[config.mk]
export PLATFORM = sky130hd
export DESIGN_NAME = lcd_col_loader
export DESIGN_NICKNAME = d
export VERILOG_FILES = /design/src/rtl/lcd_col_loader.sv
export SDC_FILE = /design/constraint.sdc
export NUM_CORES = 1
export LEC_CHECK = 0
export BUFFER_PORTS_ARGS = -buffer_cell sky130_fd_sc_hd__buf_2
export CORE_AREA = 2 2 288 290
export DETAILED_ROUTE_END_ITERATION = 16
export DIE_AREA = 0 0 290 292
export PLACE_DENSITY = 0.64
export SLEW_MARGIN = 25
export SYNTH_ARGS = -nofsm -noshare
export SYNTH_HDL_FRONTEND = slang
export SYNTH_SLANG_ARGS = --single-unit
[constraint.sdc]
create_clock -name clk -period 9.1 [get_ports clk]
set_input_delay 0.91 -clock clk [delete_from_list [all_inputs] [get_ports clk]]
set_output_delay 0.91 -clock clk [all_outputs]
set_load 0.1 [all_outputs]
[src/rtl/lcd_col_loader.sv]
module lcd_col_loader #(
  parameter int COLS    = 240,
  parameter bit HOLD_EN = 1'b0
) (
  input  logic                clk,
  input  logic                rst_n,
  input  logic                wide_bus,
  input  logic                fill_fwd,
  input  logic [11:0]         din,
  input  logic                lpulse,
  input  logic                fr,
  input  logic                blank_n,
  input  logic                tok_a_in_n,
  input  logic                tok_b_in_n,
  output logic                tok_a_out_n,
  output logic                tok_b_out_n,
  output logic [COLS-1:0]     row_o,
  output logic [2*COLS-1:0]   lvl_o
);
  localparam int GRP  = 24;
  localparam int NGRP = COLS / GRP;
  localparam int NPTR = NGRP / 2;
  localparam int PW   = $clog2(NPTR + 1);
  localparam int GW   = $clog2(NGRP + 1);

  typedef enum logic [1:0] {IDLE, RUN, DONE} st_t;
  st_t st;

  logic [COLS-1:0] hold;
  logic [15:0]     acc;
  logic [1:0]      wc;
  logic [PW-1:0]   ptr;
  logic            half, lp_q, tok_r_n;
  logic [GRP-1:0]  grp, grp_rev;
  logic [GW-1:0]   gidx, pos;

  wire tok_in_n  = fill_fwd ? tok_a_in_n : tok_b_in_n;
  wire lp_fall   = lp_q & ~lpulse;
  wire last_word = wide_bus ? (wc == 2'd1) : (wc == 2'd2);
  wire accept    = (st == RUN) || (st == IDLE && !tok_in_n);

  assign tok_a_out_n = fill_fwd ? 1'b1 : tok_r_n;
  assign tok_b_out_n = fill_fwd ? tok_r_n : 1'b1;

  assign grp  = wide_bus ? {din, acc[11:0]} : {din[7:0], acc};
  assign gidx = GW'({ptr, half});
  assign pos  = fill_fwd ? gidx : GW'(NGRP - 1) - gidx;

  for (genvar b = 0; b < GRP; b++) begin : g_rev
    assign grp_rev[b] = grp[GRP-1-b];
  end

  for (genvar c = 0; c < COLS; c++) begin : g_lvl
    assign lvl_o[2*c+1 -: 2] = !blank_n ? 2'b11 : {fr, ~(row_o[c] ^ fr)};
  end

  always_ff @(negedge clk or negedge rst_n) begin
    if (!rst_n) begin
      st      <= IDLE;
      hold    <= '0;
      row_o   <= '0;
      acc     <= '0;
      wc      <= '0;
      ptr     <= '0;
      half    <= 1'b0;
      lp_q    <= 1'b0;
      tok_r_n <= 1'b1;
    end else begin
      lp_q <= lpulse;
      if (lp_fall) row_o <= hold;
      if (!HOLD_EN) tok_r_n <= 1'b1;
      if (lpulse || lp_fall) begin
        st      <= IDLE;
        wc      <= '0;
        ptr     <= '0;
        half    <= 1'b0;
        tok_r_n <= 1'b1;
      end else if (accept) begin
        st <= RUN;
        if (last_word) begin
          hold[pos*GRP +: GRP] <= fill_fwd ? grp : grp_rev;
          wc   <= '0;
          half <= ~half;
          if (half) begin
            if (ptr == PW'(NPTR - 1)) begin
              ptr     <= '0;
              st      <= DONE;
              tok_r_n <= 1'b0;
            end else begin
              ptr <= ptr + 1'b1;
            end
          end
        end else begin
          if (wide_bus) acc[11:0] <= din;
          else if (wc == 2'd0) acc[7:0] <= din[7:0];
          else acc[15:8] <= din[7:0];
          wc <= wc + 1'b1;
        end
      end
    end
  end


  no_overflow_chk: assert property (@(negedge clk) disable iff (!rst_n)
    ptr < PW'(NPTR));


  word_cnt_chk: assert property (@(negedge clk) disable iff (!rst_n)
    wc <= 2'd2);


  idle_wait_chk: assert property (@(negedge clk) disable iff (!rst_n)
    (st == IDLE && tok_in_n) |=> (st == IDLE));


  done_ignore_chk: assert property (@(negedge clk) disable iff (!rst_n)
    (st == DONE && !lpulse) |=> $stable(hold));


  row_hold_chk: assert property (@(negedge clk) disable iff (!rst_n)
    !lp_fall |=> $stable(row_o));

  if (!HOLD_EN) begin : g_pulse_chk

    tok_pulse_chk: assert property (@(negedge clk) disable iff (!rst_n)
      !tok_r_n |=> tok_r_n);
  end
endmodule

# After elaboration in Yosys (flattened, before gate mapping)

Cells that the tools add are included.

Shifts and indexed selects: 2
$add $sub $neg: 4
Bitwise logic cells: 487
Multiply operators: 1
Reductions and logical operators: 16
Eq/ne operators: 5
Multiplexer cells: 272
Magnitude comparators: 0
Divide/modulo/power cells: 0

Operator list:

| operator                    | number |
|---|---|
| $mux W2                     | 248 |
| $not A1 Y1                  | 246 |
| $bwmux W240                 | 1 |
| $shift A24 B34 Y240 const A | 1 |
| $shiftx A24 B34 Y240        | 1 |
| $xor A1 B1 Y1               | 240 |
| $mux W24                    | 2 |
| $neg A9 Y34                 | 1 |
| $mux W3                     | 5 |
| $mux W1                     | 12 |
| $mux W12                    | 1 |
| $mux W4                     | 2 |
| $mux W8                     | 1 |
| $reduce_and A4 Y1           | 2 |
| $reduce_bool A2 Y1          | 4 |
| $mul A4 B2 Y6 const B       | 1 |
| $reduce_and A3 Y1           | 2 |
| $reduce_and A5 Y1           | 1 |
| $eq A2 B1 Y1 const B        | 2 |
| $logic_not A2 Y1            | 2 |
| $sub A4 B4 Y4 const A       | 1 |
| $add A3 B1 Y3 const B       | 1 |
| $eq A3 B3 Y1 const B        | 1 |
| $add A2 B1 Y2 const B       | 1 |
| 7 further kinds             | 8 |

Bits in latches: 0
Output and inout port bits: 722
Register bits: 506
Logic and storage cells: 798
Memories kept: 0
Input port bits: 21
Memory bits (writable): 0
ROM bits: 0

# Longest topological paths before layout

Gate-level depths: netlist of run 1.

Word-level depth: 6
Depth in mapped cells: 18

==> results of run 1 <==
## layout make-up
cell class | instances | area, um2 | share of cell area (%)
inverter | 10 | 37.54 | 0.1150
tap | 1070 | 1339 | 4.101
clock inverter | 23 | 236.5 | 0.7244
timing repair buffer | 825 | 4527 | 13.87
sequential | 506 | 12660 | 38.79
clock buffer | 76 | 1563 | 4.787
multi-input combinational | 1475 | 12280 | 37.61
## routing by layer
layer  vias to the layer above  wire [um]
li1                       8827          -
met2                       680      43160
met4                         2       1851
met5                         -         10
met1                      9520      38030
met3                       106       4292
## flip-flops by register name, summed over array words and instances, names as in the netlist
| register | count |
|---|---|
| wc | 2 |
| ptr | 3 |
| hold | 240 |
| tok_r_n | 1 |
| lp_q | 1 |
| acc | 16 |
| st | 2 |
| half | 1 |
| row_o | 240 |
## synth_stat cells (3+ instances only)
library cell	number	area [um2]
nand3_1	22	110.1
o22ai_1	16	100.1
and2_1	4	25.02
nand2_1	265	994.7
a22oi_1	24	180.2
inv_1	10	37.54
nor4_1	3	18.77
xor2_1	243	2128
o2bb2ai_1	8	70.07
nand2b_1	6	37.54
ha_1	10	125.1
o41ai_1	8	70.07
clkbuf_1	92	345.3
or2_2	4	25.02
nor2_4	10	112.6
a21oi_1	67	335.3
mux2i_1	57	570.6
a31oi_1	8	50.05
buf_2	9	45.04
buf_1	30	112.6
mux2_2	480	5405
a21o_1	4	30.03
nand4_1	14	87.58
nor3_1	16	80.08
buf_4	240	1802
nor2_1	117	439.2
nand3b_1	3	22.52
nor3_4	4	65.06
dfrtn_1	505	12640
o21ai_0	39	195.2
nor2_2	6	37.54
## logic make-up (layout without fill, tap and decap cells)
group                      count (synthesis)  count (layout)  share of synthesized area (%)
adders and majority gates                 11              11                         0.5427
muxes                                    539             539                          22.43
and+or+nand+nor                          490             490                          8.258
buffers and inverters                    382             934                          8.772
AOI/OAI and AO/OA                        186             186                          4.300
DFF                                      506             506                          47.35
xor gates and xnor gates                 249             249                          8.347
## critical path, cell delays in order
cell,delay (ns)
buf_2,0.15
xnor2_4,0.16
ha_1,0.25
fa_1,0.44
xor2_2,0.20
nor3_1,0.24
and2_4,0.21
ha_4,0.12
nand3b_1,0.11
nor3b_4,0.32
buf_12,0.17
nand4_4,0.29
nor2_4,0.41
mux2_2,0.38
## layout by cell type, fill, tap and decap left out, types with 10 or more instances in the layout
cell type  instances
buf_2            739
dfrtn_1          505
mux2_2           376
nand2_1          265
xor2_1           242
nor2_1           114
mux2_4           104
buf_4             70
a21oi_1           66
mux2i_1           57
clkbuf_16         53
o21ai_0           39
a22oi_1           24
nand3_1           18
o22ai_1           16
nor2_4            16
clkbuf_8          16
nor3_1            15
nand4_1           14
clkinv_2          11
buf_12            11
inv_1             10
## final timing paths
path / start / endpoint / cells after the start
setup / recovery: fill_fwd / hold[63] / 14
min in group asynchronous: rst_n / row_o[65] / 1
max in group asynchronous: rst_n / hold[63] / 2
hold / removal: hold[39] / hold[39] / 1
hold reg to reg: hold[39] / hold[39] / 1
setup reg to reg: ptr[0] / hold[63] / 16
## where the power goes
group,switching [mW],internal (mW),total [mW],leakage [nW]
combinational,1.54,0.323,1.87,9.21
clock,0.926,1.28,2.21,0.890
sequential,0.0601,2.33,2.39,7.02
total,2.53,3.94,6.46,17.1
==> results.py, run 1 <==
metrics = {
    "run_status": {
        "status": "finished, final reports clean",
    },
    "route": {
        "first_iter_violations": 1289,
        "drc_errors": 0,
        "vias": 19140,
        "wirelength_um": 87340,
        "drt-wirelength-per-cell_um": 21.92,
        "ant_nets": 0,
        "first_pass_iters": 6,
        "vias_per_cell": 4.802,
    },
    "die": {
        "die_h_um": 292,
        "dieArea_mm2": 0.08468,
        "io_pins": 743,
        "rows": 105,
        "core-area_mm2": 0.08158,
        "die_x_um": 290,
        "initial_utilization_pct": 32.78,
    },
    "layout": {
        "final_util_pct": 40.01,
        "fillers": 7847,
        "antennaDiodeCount": 0,
        "drive_gt1_share_pct": 49.71,
        "nNetsFinal": 2904,
        "design_area_mm2": 0.03265,
        "fin_cells": 3985,
        "areaGrowthSynthToFinish_pct": 22.07,
    },
    "power_and_ir_drop": {
        "pwr_density_cell_mw_per_mm2": 198.0,
        "finalPower_mw": 6.464,
        "cellLeakagePower_nw": 17.12,
        "irDropWorstVdd_mv": 0.1320,
    },
    "synthesis": {
        "synthArstFlopShare_pct": 100.0,
        "synth_ff_type": "dfrtn_1",
        "synth_edf_count": 0,
        "synth_nets": 2395,
        "ys_warn_count": 0,
        "avgSynthCellArea_um2": 11.32,
        "ys_seq_elements": 506,
        "synth_seq_area_share_pct": 47.35,
        "synthesis.area_mm2": 0.02674,
        "synthCells": 2363,
        "synth_cell_types": 60,
    },
    "cts": {
        "cts_tree": "built",
        "path_clk_slew_ns": 0.05,
        "cts_hold_buf": 0,
        "cts.repair.resized": 0,
        "clockBufferDepth": 3,
        "root_buffer": "clkbuf_16",
        "cts.sinks": 506,
        "insertion_delay_ns": 0.61,
        "htree_levels": 2,
        "numCtsBuffers": 53,
        "post-cts-setup-buffers": 0,
    },
    "hold_path": {
        "hold_path.class": "reg2reg",
    },
    "worst_setup_path": {
        "r2r_slack_ns": 4.62,
        "startpoint_type": "input port",
        "crit_path_end_kind": "register",
        "worstPathArrival_ns": 4.39,
        "crit_type": "in2reg",
        "worstPathMaxFanout": 8,
        "required_ns": 4.98,
    },
    "run": {
        "drv_cap": 0,
    },
    "timing": {
        "fin_skew_ns": 0.04809,
        "max_slew.worst_pin.slew_ns": 1.092,
        "hold_slack_ns": 0.4376,
        "rsz0062_at_grt": "no",
        "setup_violations": 0,
        "fin_ws_ns": 0.5884,
        "setup_tns_ns": 0,
        "slew_headroom_pct": 26.90,
        "slew_viol_final": 0,
        "final-hold-violation-count": 0,
    },
    "placed_design": {
        "pre_cts_ws_ns": 0.008866,
        "dp_hpwl_um": 65630,
        "portBuffers": 742,
        "placed_cell_area_mm2": 0.03081,
        "dp_cells": 3886,
        "place.gp.congestion": 0.9226,
    },
    "global_route": {
        "grt_util_met1_pct": 26.45,
        "grt_first_pass_wirelength_um": 125900,
        "overflow": 0,
        "gr-usage-all-layers_pct": 19.83,
        "grt_max_degree": 177,
        "antenna_found_initial": 2,
        "use_met3_pct": 2.984,
        "grt.busiest_layer": "met2",
        "grt_pass1_vias": 17660,
        "grt_util_met2_pct": 34.00,
    },
}
Note: power is estimated with default switching activity, not from simulation.
==> inputs of run 2 (changes only) <==
PLACE_DENSITY = 0.59   (was 0.64)
clock period = 8.4 ns   (was 9.1 ns; I/O delays follow)
==> run 2 against run 1 <==
Register-to-register slack lost 0.57 ns. Critical path depth did not move. Power increased by 9.3%. Global-route usage is 0.17 points higher. Final area increased by 1.9%. Combinational power rose by 9%. Cell count rose by 1.2%.
==> results.py, run 2 (synthesis gave the netlist of run 1 again) <==
metrics = {
    "cts": {
        "cts.repair.resized": 0,
        "clockBufferDepth": 3,
        "cts_tree": "built",
        "htree_levels": 2,
        "cts.sinks": 506,
        "cts_hold_buf": 0,
        "root_buffer": "clkbuf_16",
        "insertion_delay_ns": 0.61,
        "numCtsBuffers": 54,
        "path_clk_slew_ns": 0.05,
        "post-cts-setup-buffers": 0,
    },
    "die": {
        "core-area_mm2": 0.08158,
        "die_h_um": 292,
        "dieArea_mm2": 0.08468,
        "die_x_um": 290,
        "io_pins": 743,
        "rows": 105,
        "initial_utilization_pct": 32.78,
    },
    "power_and_ir_drop": {
        "pwr_density_cell_mw_per_mm2": 212.4,
        "internal_power_mw": 4.303,
        "seq_power_share_pct": 36.6,
        "irDropWorstVdd_mv": 0.1211,
        "clockPowerShare_pct": 34.5,
        "pwr-share-comb_pct": 28.8,
        "switching_share_pct": 39.10,
        "cellLeakagePower_nw": 17.43,
        "p_sw_mw": 2.763,
    },
    "route": {
        "drc_errors": 0,
        "drt-wirelength-per-cell_um": 21.79,
        "ant_nets": 0,
        "vias": 19410,
        "wirelength_um": 87880,
        "first_pass_iters": 6,
        "first_iter_violations": 1334,
        "vias_per_cell": 4.813,
    },
    "worst_setup_path": {
        "worstPathArrival_ns": 4.20,
        "crit_type": "in2reg",
        "r2r_cells": 17,
        "rr_endpoint": "hold[159]",
        "max_stage_delay_ns": 0.47,
        "crit_path_end_kind": "register",
        "regToRegStartpoint": "ptr[0]",
        "crit_chain": "buf_2 -> mux2_4 -> fa_1 -> xor2_2 -> nor3_1 -> and2_4 -> ha_4 -> nand3b_1 -> nor3b_4 -> buf_12 -> nand4_4 -> buf_12 -> nor2_4 -> mux2_2",
        "startpoint_type": "input port",
        "crit_slowest_cell": "fa_1",
        "required_ns": 4.64,
        "worstPathMaxFanout": 8,
        "cp_common_cell": "buf_12",
        "r2r_slack_ns": 4.05,
    },
    "layout": {
        "final_cell_mix": "buf_2, dfrtn_1, mux2_2, nand2_1, xor2_1",
        "final_util_pct": 40.77,
        "final_common_cell": "buf_2",
        "fin_cells": 4033,
        "antennaDiodeCount": 0,
        "nNetsFinal": 2950,
        "design_area_mm2": 0.03326,
        "largestRegisters": "hold (240), row_o (240), acc (16)",
        "drive_gt1_share_pct": 50.35,
        "areaGrowthSynthToFinish_pct": 24.38,
        "fillers": 7796,
    },
    "timing": {
        "fin_skew_ns": 0.04470,
        "rsz0062_at_grt": "no",
        "final-hold-violation-count": 0,
        "slew_viol_final": 0,
        "max_slew.worst_pin.slew_ns": 1.067,
        "setup_violations": 0,
        "slew_headroom_pct": 28.86,
        "hold_slack_ns": 0.4362,
    },
    "global_route": {
        "grt_first_pass_wirelength_um": 127100,
        "gr-usage-all-layers_pct": 20.00,
        "grt_max_degree": 181,
        "grt_pass1_vias": 18200,
        "antenna_found_initial": 1,
        "overflow": 0,
    },
    "hold_path": {
        "min_to": "hold[100]",
        "hold_path.class": "reg2reg",
        "min_path_cells": 2,
        "hp-start": "hold[100]",
    },
    "placed_design": {
        "dp_cells": 3931,
        "portBuffers": 742,
        "place.gp.congestion": 0.9312,
        "dp_hpwl_um": 67180,
        "placed_cell_area_mm2": 0.03139,
    },
    "run_status": {
        "status": "finished, final reports clean",
    },
    "run": {
        "drv_cap": 0,
    },
}
## run 2: worst max-delay path by stage
stage,startpoint,to,slack [ns],cells past startpoint
global route,fill_fwd,hold[167],0.29,14
global placement,fill_fwd,hold[164],-0.17,14
finish,fill_fwd,hold[159],0.43,14
CTS,fill_fwd,hold[159],0.43,14
detailed placement,fill_fwd,hold[182],-0.18,14
floorplan,fill_fwd,hold[128],-0.46,18
## run 2: per-stage QoR
stage | TNS, ns | setup slack (ns) | power, mW
detailed placement | -14.23 | -0.1815 | 4.667
global placement | -13.60 | -0.1684 | 4.664
CTS | 0 | 0.4298 | 7.108
floorplan | -84.34 | -0.4603 | 4.280
finish | 0 | 0.4322 | 7.067
global route | 0 | 0.2910 | 7.289
## run 2: cell type report
class / instances / area, um2 / share of cell area, %
Clock buffer: 79 / 1595 / 4.796
Clock inverter: 23 / 252.7 / 0.7598
Inverter: 10 / 37.54 / 0.1128
Multi-Input combinational cell: 1475 / 12300 / 36.97
Sequential cell: 506 / 12660 / 38.07
Tap cell: 1070 / 1339 / 4.025
Timing Repair Buffer: 870 / 5079 / 15.27
## run 2: metal layers
| metal | GRT usage, % | vias up | part of all wire (%) |
|---|---|---|---|
| met5 | 0 | - | 0 |
| met4 | 4.789 | 0 | 2.3 |
| met3 | 2.664 | 123 | 4.6 |
| met2 | 34.86 | 692 | 50 |
| met1 | 26.31 | 9687 | 43 |
| li1 | - | 8910 | - |
## run 2: worst max-delay path, delay by kind of cell
family / cells / cell delay, ns
xor+xnor: 1 / 0.20
fa+ha+maj: 2 / 0.59
mux: 2 / 0.76
simple gates: 6 / 1.23
buf+inv: 3 / 0.57
## run 2: power groups by stage
| stage | combinational, mW | clock, mW | sequential [mW] |
|---|---|---|---|
| after floorplan | 1.50 | 0.00149 | 2.78 |
| after global placement | 2.03 | 0.00149 | 2.63 |
| after detailed placement | 2.04 | 0.00149 | 2.63 |
| after CTS | 2.04 | 2.48 | 2.59 |
| after global routing | 2.11 | 2.58 | 2.60 |
| final | 2.04 | 2.44 | 2.59 |
